### config.mk
export PLATFORM = sky130hd
export DESIGN_NAME = pio_port
export DESIGN_NICKNAME = d
export VERILOG_FILES = /design/src/rtl/pio_port.sv
export SDC_FILE = /design/constraint.sdc
export NUM_CORES = 1
export LEC_CHECK = 0
export BUFFER_PORTS_ARGS = -buffer_cell sky130_fd_sc_hd__buf_2
export CAP_MARGIN = 20
export CORE_MARGIN = 2
export CORE_UTILIZATION = 45
export CTS_CLUSTER_DIAMETER = 120
export DETAILED_ROUTE_END_ITERATION = 10
export HOLD_SLACK_MARGIN = 0.06
export PLACE_DENSITY = 0.73
export SKIP_LAST_GASP = 1
export SYNTH_ARGS = -nofsm -noshare
export SYNTH_HDL_FRONTEND = slang
export SYNTH_SLANG_ARGS = --single-unit
### constraint.sdc
create_clock -name clk -period 3.5 [get_ports clk]
set_input_delay 0.525 -clock clk [delete_from_list [all_inputs] [get_ports clk]]
set_output_delay 0.525 -clock clk [all_outputs]
set_load 0.01 [all_outputs]
### src/rtl/pio_port.sv
module pio_port #(
  parameter int N_PINS    = 32,
  parameter int TRIG_MODE = 0
) (
  input  logic              clk,
  input  logic              rst_n,
  input  logic [3:0]        bus_addr,
  input  logic              bus_wr,
  input  logic              bus_rd,
  input  logic [31:0]       bus_wdata,
  output logic [31:0]       bus_rdata,
  input  logic [N_PINS-1:0] pin_in,
  output logic [N_PINS-1:0] pin_out,
  output logic [N_PINS-1:0] pin_oe,
  output logic              irq
);
  localparam int TRIG_RISE  = 0;
  localparam int TRIG_FALL  = 1;
  localparam int TRIG_BOTH  = 2;
  localparam int TRIG_LEVEL = 3;
  localparam logic [3:0] OFS_DATA = 4'h0;
  localparam logic [3:0] OFS_DIR  = 4'h4;
  localparam logic [3:0] OFS_MASK = 4'h8;
  localparam logic [3:0] OFS_CAP  = 4'hC;

  logic [N_PINS-1:0] out_q, dir_q, mask_q, cap_q;
  logic [N_PINS-1:0] sync1_q, sync2_q, prev_q;
  logic [N_PINS-1:0] edge_vec, pin_view, wbits, clr_vec;
  logic [31:0]       rmux;

  assign wbits    = bus_wdata[N_PINS-1:0];
  assign pin_view = (dir_q & out_q) | (~dir_q & sync2_q);
  assign pin_out  = out_q;
  assign pin_oe   = dir_q;
  assign clr_vec  = (bus_wr && bus_addr == OFS_CAP) ? wbits : '0;

  generate
    if (TRIG_MODE == TRIG_RISE) begin : g_rise
      assign edge_vec = sync2_q & ~prev_q;
    end else if (TRIG_MODE == TRIG_FALL) begin : g_fall
      assign edge_vec = ~sync2_q & prev_q;
    end else if (TRIG_MODE == TRIG_BOTH) begin : g_both
      assign edge_vec = sync2_q ^ prev_q;
    end else begin : g_level
      assign edge_vec = '0;
    end
    if (TRIG_MODE == TRIG_LEVEL) begin : g_irq_lvl
      assign irq = |(pin_view & mask_q);
    end else begin : g_irq_edge
      assign irq = |(cap_q & mask_q);
    end
  endgenerate

  always_ff @(posedge clk or negedge rst_n) begin
    if (!rst_n) begin
      sync1_q <= '0;
      sync2_q <= '0;
      prev_q  <= '0;
    end else begin
      sync1_q <= pin_in;
      sync2_q <= sync1_q;
      prev_q  <= sync2_q;
    end
  end

  always_ff @(posedge clk or negedge rst_n) begin
    if (!rst_n) begin
      out_q  <= '0;
      dir_q  <= '0;
      mask_q <= '0;
    end else if (bus_wr) begin
      if (bus_addr == OFS_DATA) out_q  <= wbits;
      if (bus_addr == OFS_DIR)  dir_q  <= wbits;
      if (bus_addr == OFS_MASK) mask_q <= wbits;
    end
  end

  always_ff @(posedge clk or negedge rst_n) begin
    if (!rst_n) cap_q <= '0;
    else        cap_q <= (cap_q & ~clr_vec) | edge_vec;
  end

  always_comb begin
    case (bus_addr)
      OFS_DATA: rmux = 32'(pin_view);
      OFS_DIR:  rmux = 32'(dir_q);
      OFS_MASK: rmux = 32'(mask_q);
      OFS_CAP:  rmux = 32'(cap_q);
      default:  rmux = '0;
    endcase
  end

  always_ff @(posedge clk or negedge rst_n) begin
    if (!rst_n)      bus_rdata <= '0;
    else if (bus_rd) bus_rdata <= rmux;
  end

  AST_OE_FOLLOWS_DIR: assert property (@(posedge clk) disable iff (!rst_n)
    (bus_wr && bus_addr == OFS_DIR) |=> pin_oe == $past(bus_wdata[N_PINS-1:0]));
  AST_OUT_HOLD: assert property (@(posedge clk) disable iff (!rst_n)
    !(bus_wr && bus_addr == OFS_DATA) |=> $stable(pin_out));
  AST_CAP_STICKY: assert property (@(posedge clk) disable iff (!rst_n)
    !(bus_wr && bus_addr == OFS_CAP) |=> ((cap_q & $past(cap_q)) == $past(cap_q)));
  AST_CAP_CLEARED: assert property (@(posedge clk) disable iff (!rst_n)
    (bus_wr && bus_addr == OFS_CAP) |=>
      ((cap_q & $past(bus_wdata[N_PINS-1:0]) & ~$past(edge_vec)) == '0));
  AST_MASK_GATES_IRQ: assert property (@(posedge clk) disable iff (!rst_n)
    (mask_q == '0) |-> !irq);
  AST_RDATA_UPPER_ZERO: assert property (@(posedge clk) disable iff (!rst_n)
    $past(bus_rd) |-> ((64'(bus_rdata) >> N_PINS) == 64'd0));
endmodule

==> key figures, run 1 <==
Logic synthesis
  – Top post-synthesis cells by count: 256 x dfrtp_1, 98 x mux2_2, 96 x o21ai_0, 64 x nand2_1, 33 x inv_1
  – Sequential area share after synthesis: 0.638
  – Ys flop type: dfrtp_1
  – Post-synth design cell area: 0.0100 mm2
  – Yosys top cell by area: dfrtp_1
  – Synth top area cells: dfrtp_1 64%, mux2_2 11%, o21ai_0 4.8%
  – Post-Synthesis Cells: 771
  – Most common cell in the netlist: dfrtp_1
  – Ys Warns: 0
  – Syn avg cell area: 13.0 um2
  – Syn Nets: 843
  – Post-synth cell types: 23
  – Synth Register Bits: 256
  – Post-synth EDFFs: 0
  – Async SR Flop Fraction: 1.00
  – Top-area cell type share of the netlist area: 0.638

Pwr
  – PD cells: 635 mW/mm2
  – Lkg Pwr: 5.73 nW
  – Clock power frac: 0.393
  – Net Switching: 1.92 mW
  – Internal: 5.82 mW
  – Sequential share of power: 0.467
  – Switching Share: 0.248
  – Maximum vdd drop: 0.413 mV
  – Combinational fraction of design power: 0.140

Floorplanning
  – Full die area: 0.0235 mm2
  – Rows: 54
  – Initial core utilization: 0.459
  – Die X: 153 um
  – IO Pins: 169
  – Die height: 153 um
  – Core area: 0.0219 mm2

Cells and area
  – Final non-filler cell total: 1243
  – FILL cells: 1834
  – FF+latch area: 0.00641 mm2
  – Layout cells sized above 1: 0.374
  – Fin nets: 1015
  – Multi-input gate area: 0.00336 mm2
  – Final non-filler cell area: 0.0122 mm2
  – # diodes: 0
  – Synth-to-layout area growth: 21.3%

Timing
  – Setup_tns: 0 ps
  – Tmin final: 2630 ps
  – PnR worst setup slack: 872 ps
  – Clock Skews: 10.6 ps
  – Hold_ws: 25.4 ps
  – Tcrit/Tclk final: 0.751
  – Slew HR: 0.483
  – Setup Viol. Count Final: 0
  – Final Hold Vio Count: 0
  – RSZ-0062 raised after global routing: false
  – Max Clock Freq: 381 MHz
  – Count of final max-slew check failures: 0
  – Worst slew pin tran: 776 ps

Clock network
  – Root Driver: clkbuf_16
  – CTS Sinks: 256
  – Post-CTS sizing: 0
  – CTS tree: yes
  – Clock transition at path regs: 60 ps
  – CTS Hold Buffers Added: 0
  – H-tree depth: 1
  – Postcts setup bufs: 0
  – Worst-skew pair later-pin latency: 520 ps
  – Longest Clk Path Bufs: 3
  – CTS buffer count: 26

Placed design
  – Place WS: 901 ps
  – RePlAce Congestion: 0.803
  – Placed Cells: 1195
  – I/O Buffers: 168
  – DP Wirelength: 15400 um
  – Placement-stage cell area: 0.0112 mm2

Critical path
  – CP Class: reg -> out
  – Cells on worst reg2reg path: 3
  – CP Max Fanout: 3
  – Reg2reg start: pin_out[31]
  – Worst Path Arrival: 2100 ps
  – Req. time, crit path: 2970 ps
  – Crit path capture: irq
  – Crit path from: mask_q[15]
  – Startpoint type of the worst setup path: flip-flop
  – Reg-to-reg setup timing slack: 2470 ps
  – R2r endpoint: bus_rdata[31]
  – Crit. End Element: primary output

Global route
  – First-pass GRT wire length: 38200 um
  – Grt ovf: 0
  – Total GRT Usage: 0.204
  – Initial antenna violation count: 0
  – Vias in the first global route: 6800
  – Largest net degree at the start of global routing: 102

Routing
  – First-pass iteration count of the detailed router: 6
  – DR vias/cell: 5.29
  – Residual DRC: 0
  – DRT Wirelength: 23900 um
  – Vias: 6570
  – Initial DRC count: 337
  – Wire per inst: 19.3 um
  – DRT antenna net count: 0

Worst hold path
  – Worst hold path type: in -> async

Flow run
  – Max_cap viols: 0

Outcome
  – Status: complete, no violations
critical path, cell delays in order (launching register included):
cell     delay, ps
dfrtp_1        390
a22oi_1        300
nand4_1        190
or4_1          530
buf_2          170
flip-flops by register name, summed over array words and instances, names as in the netlist:
register / flops
pin_out: 32
pin_oe: 32
bus_rdata: 32
cap_q: 32
prev_q: 32
sync1_q: 32
mask_q: 32
sync2_q: 32
cells by family after synthesis:
| family | Yosys count | synth area share |
|---|---|---|
| flops | 256 | 0.638 |
| simple gates | 172 | 0.0923 |
| compound gates | 144 | 0.0837 |
| mux | 128 | 0.155 |
| buf+inv | 71 | 0.0318 |
stage by stage:
stage          utilization  power, mW
2_1_floorplan            -       4.23
3_3_place_gp         0.513       4.72
3_5_place_dp         0.513       4.77
4_1_cts              0.557       7.84
5_1_grt              0.557       8.10
6_report             0.557       7.75
routing by layer:
layer  global-route usage  vias to the layer above  routed length (um)
li1                     -                     3023                   -
met1                0.282                     3320               10500
met2                0.335                      183               11500
met3               0.0349                       44                1260
met4               0.0577                        0                 622
met5                    0                        -                   0
worst min-delay path by stage:
stage	start	endpoint	cells past startpoint
floorplan	rst_n	bus_rdata[0]	0
global placement	sync1_q[26]	sync2_q[26]	0
detailed placement	sync1_q[2]	sync2_q[2]	0
CTS	rst_n	pin_out[30]	1
global route	rst_n	prev_q[6]	1
finish	rst_n	prev_q[6]	1
power groups by stage:
stage,Clock (mW),Sequential [mW],Combinational [mW]
2_1_floorplan,0,3.68,0.546
3_3_place_gp,0,3.66,1.06
3_5_place_dp,0,3.67,1.09
4_1_cts,3.11,3.62,1.10
5_1_grt,3.24,3.67,1.18
6_report,3.04,3.62,1.08
layout make-up:
type | instances | share of cell area
Sequential cell | 256 | 0.525
Inverter | 33 | 0.0102
Clock buffer | 38 | 0.0646
Timing Repair Buffer | 182 | 0.0807
Tap cell | 280 | 0.0287
Clock inverter | 10 | 0.0146
Multi-Input combinational cell | 444 | 0.276
cell usage in the layout, fill, tap and decap left out, types with 30 or more instances in the layout:
cell type  synthesis  routed
o21ai_0           96      96
nor3b_1           32      32
inv_1             33      33
mux2_2            98      98
mux2_4            30      30
nand3_1           32      32
o21a_1            32      32
nand2b_1          32      32
dfrtp_1          256     256
nand2_1           64      64
buf_2              3     166
Power figures use the tool's default switching activity.
==> inputs of run 2 (changes only) <==
--- a/config.mk
+++ b/config.mk
@@ -12,7 +12,7 @@
 export CTS_CLUSTER_DIAMETER = 120
 export DETAILED_ROUTE_END_ITERATION = 10
 export HOLD_SLACK_MARGIN = 0.06
-export PLACE_DENSITY = 0.73
+export PLACE_DENSITY = 0.76
 export SKIP_LAST_GASP = 1
 export SYNTH_ARGS = -nofsm -noshare
 export SYNTH_HDL_FRONTEND = slang
==> constraint.sdc (replaced) <==
create_clock -name clk -period 2.4 [get_ports clk]
set_input_delay 0.36 -clock clk [delete_from_list [all_inputs] [get_ports clk]]
set_output_delay 0.36 -clock clk [all_outputs]
set_load 0.01 [all_outputs]
==> run 2 against run 1 <==
  * The flow now finishes with violations (setup timing)
  * Clock power grew 45%
  * Routed wire length shrank 0.61%
  * Count of clock-buffer cells in the layout grew 2
  * Utilization grew 2.0 points
  * Clock skew grew 3.6 ps
  * Sequential cell count is the same
  * Global-route usage shrank 0.26 points
  * Critical path depth is the same
  * Power grew 46%
  * Die area is the same
  * Critical path type unchanged
  * Largest cell class unchanged
==> key figures, run 2 (same netlist as run 1, synthesis figures left out) <==
Outcome
  – Status: complete, but fails checks
  – Violated checks: setup timing

Placed design
  – Placed Cells: 1198
  – DP Wirelength: 15200 um
  – Place WS: 303 ps
  – I/O Buffers: 168
  – RePlAce Congestion: 0.785

Floorplanning
  – Full die area: 0.0235 mm2
  – Initial core utilization: 0.459
  – Die X: 153 um
  – Die height: 153 um
  – Core area: 0.0219 mm2
  – IO Pins: 169
  – Rows: 54

Timing
  – PnR worst setup slack: -42.2 ps
  – Tmin final: 2440 ps
  – Setup_tns: -42.2 ps
  – Max Clock Freq: 409 MHz
  – Slew HR: 0.545
  – RSZ-0062 raised after global routing: true
  – Worst slew pin tran: 683 ps
  – Count of final max-slew check failures: 0
  – Hold_ws: 115 ps
  – Clock Skews: 14.2 ps
  – Final Hold Vio Count: 0
  – Tcrit/Tclk final: 1.02
  – Setup Viol. Count Final: 1

Pwr
  – Switching Share: 0.252
  – Clock power frac: 0.389
  – Internal: 8.48 mW
  – Combinational fraction of design power: 0.145
  – PD cells: 897 mW/mm2
  – Net Switching: 2.86 mW
  – Sequential share of power: 0.466
  – Maximum vdd drop: 0.556 mV
  – Total power: 11.3 mW
  – Lkg Pwr: 5.91 nW

Clock network
  – Longest Clk Path Bufs: 3
  – CTS buffer count: 28
  – CTS Sinks: 256
  – Clock transition at path regs: 60 ps
  – CTS tree: yes
  – H-tree depth: 1
  – Worst-skew pair later-pin latency: 540 ps
  – Root Driver: clkbuf_16

Critical path
  – Startpoint type of the worst setup path: flip-flop
  – Crit. End Element: primary output
  – Crit path from: cap_q[15]
  – CP Max Fanout: 3
  – Reg2reg start: pin_out[31]
  – CP Class: reg -> out
  – Reg-to-reg setup timing slack: 1380 ps
  – Cells on worst reg2reg path: 3
  – Worst Path Arrival: 2080 ps
  – Req. time, crit path: 2040 ps
  – R2r endpoint: bus_rdata[31]

Routing
  – DRT Wirelength: 23800 um
  – Vias: 6669
  – DRT met1 WL: 10700 um
  – First-pass iteration count of the detailed router: 4
  – Met2 WL: 11200 um
  – Initial DRC count: 304
  – Top Metal Used: met4
  – Residual DRC: 0
  – Met3 wire len: 1310 um
  – DR vias/cell: 5.20
  – Wire per inst: 18.5 um
  – DRT antenna net count: 0

Global route
  – Total GRT Usage: 0.201
  – Initial antenna violation count: 0
  – Largest net degree at the start of global routing: 75
  – First-pass GRT wire length: 38100 um
  – Vias in the first global route: 6845
  – Grt ovf: 0

Worst hold path
  – Min-Delay Endpoint: mask_q[1]
  – Worst hold path type: in -> reg
  – Hold Startpoint: bus_wdata[1]
  – Hold Path Stages: 2

Cells and area
  – Final non-filler cell total: 1283
  – FILL cells: 1785
  – Multi-input gate area: 0.00339 mm2
  – Layout cells sized above 1: 0.368
  – Fin nets: 1053
  – # diodes: 0
  – Most frequent cells in the layout: 256 x dfrtp_1, 165 x buf_2, 98 x mux2_2
  – Synth-to-layout area growth: 25.7%
  – FF+latch area: 0.00641 mm2
  – Leading cell type in the layout, fill and taps excluded: dfrtp_1

Flow run
  – Max_cap viols: 0
## run 2: power groups by stage
stage / combinational, mW / sequential [mW] / clock [mW]
2_1_floorplan: 0.796 / 5.37 / 0
3_3_place_gp: 1.56 / 5.32 / 0
3_5_place_dp: 1.60 / 5.34 / 0
4_1_cts: 1.66 / 5.28 / 4.50
5_1_grt: 1.78 / 5.36 / 4.70
6_report: 1.64 / 5.28 / 4.41
## run 2: metal layers
metal / global-route usage / vias to the layer above
met3: 0.0366 / 40
met5: 0 / -
met2: 0.328 / 193
met4: 0.0533 / 0
li1: - / 3091
met1: 0.281 / 3345
## run 2: worst max-delay path by stage
stage | to | slack, ps | cells after the start
2_1_floorplan | pin_out[10] | 500 | 5
6_report | irq | -40 | 4
3_3_place_gp | mask_q[11] | 330 | 5
5_1_grt | irq | -130 | 4
3_5_place_dp | mask_q[29] | 300 | 5
4_1_cts | irq | -60 | 4
## run 2: final cells by class
class | count | area share
clock inverter | 12 | 0.0140
clock buffer | 40 | 0.0630
inverter | 33 | 0.00981
tap | 280 | 0.0277
multi-input combinational | 444 | 0.268
sequential | 256 | 0.507
timing repair buffer | 218 | 0.110
## run 2: metrics by stage
stage | instance area [um2] | utilization
finish | 12600 | 0.577
global placement | 11300 | 0.516
CTS | 12600 | 0.577
floorplan | 10000 | -
detailed placement | 11300 | 0.516
global route | 12600 | 0.577
## run 2: timing repair
action	in CTS	in global routing
hold buffers	33	0
endpoints found under the hold margin	101	0
setup buffers	0	0
pin swaps	3	0
endpoints found under the setup margin	1	1
resized for setup	6	0
## run 2: critical path, stage by stage, from the launching register on
cell and delay [ps]:
dfrtp_1 400, a22oi_2 280, nand4_1 160, or4_4 580, buf_6 150
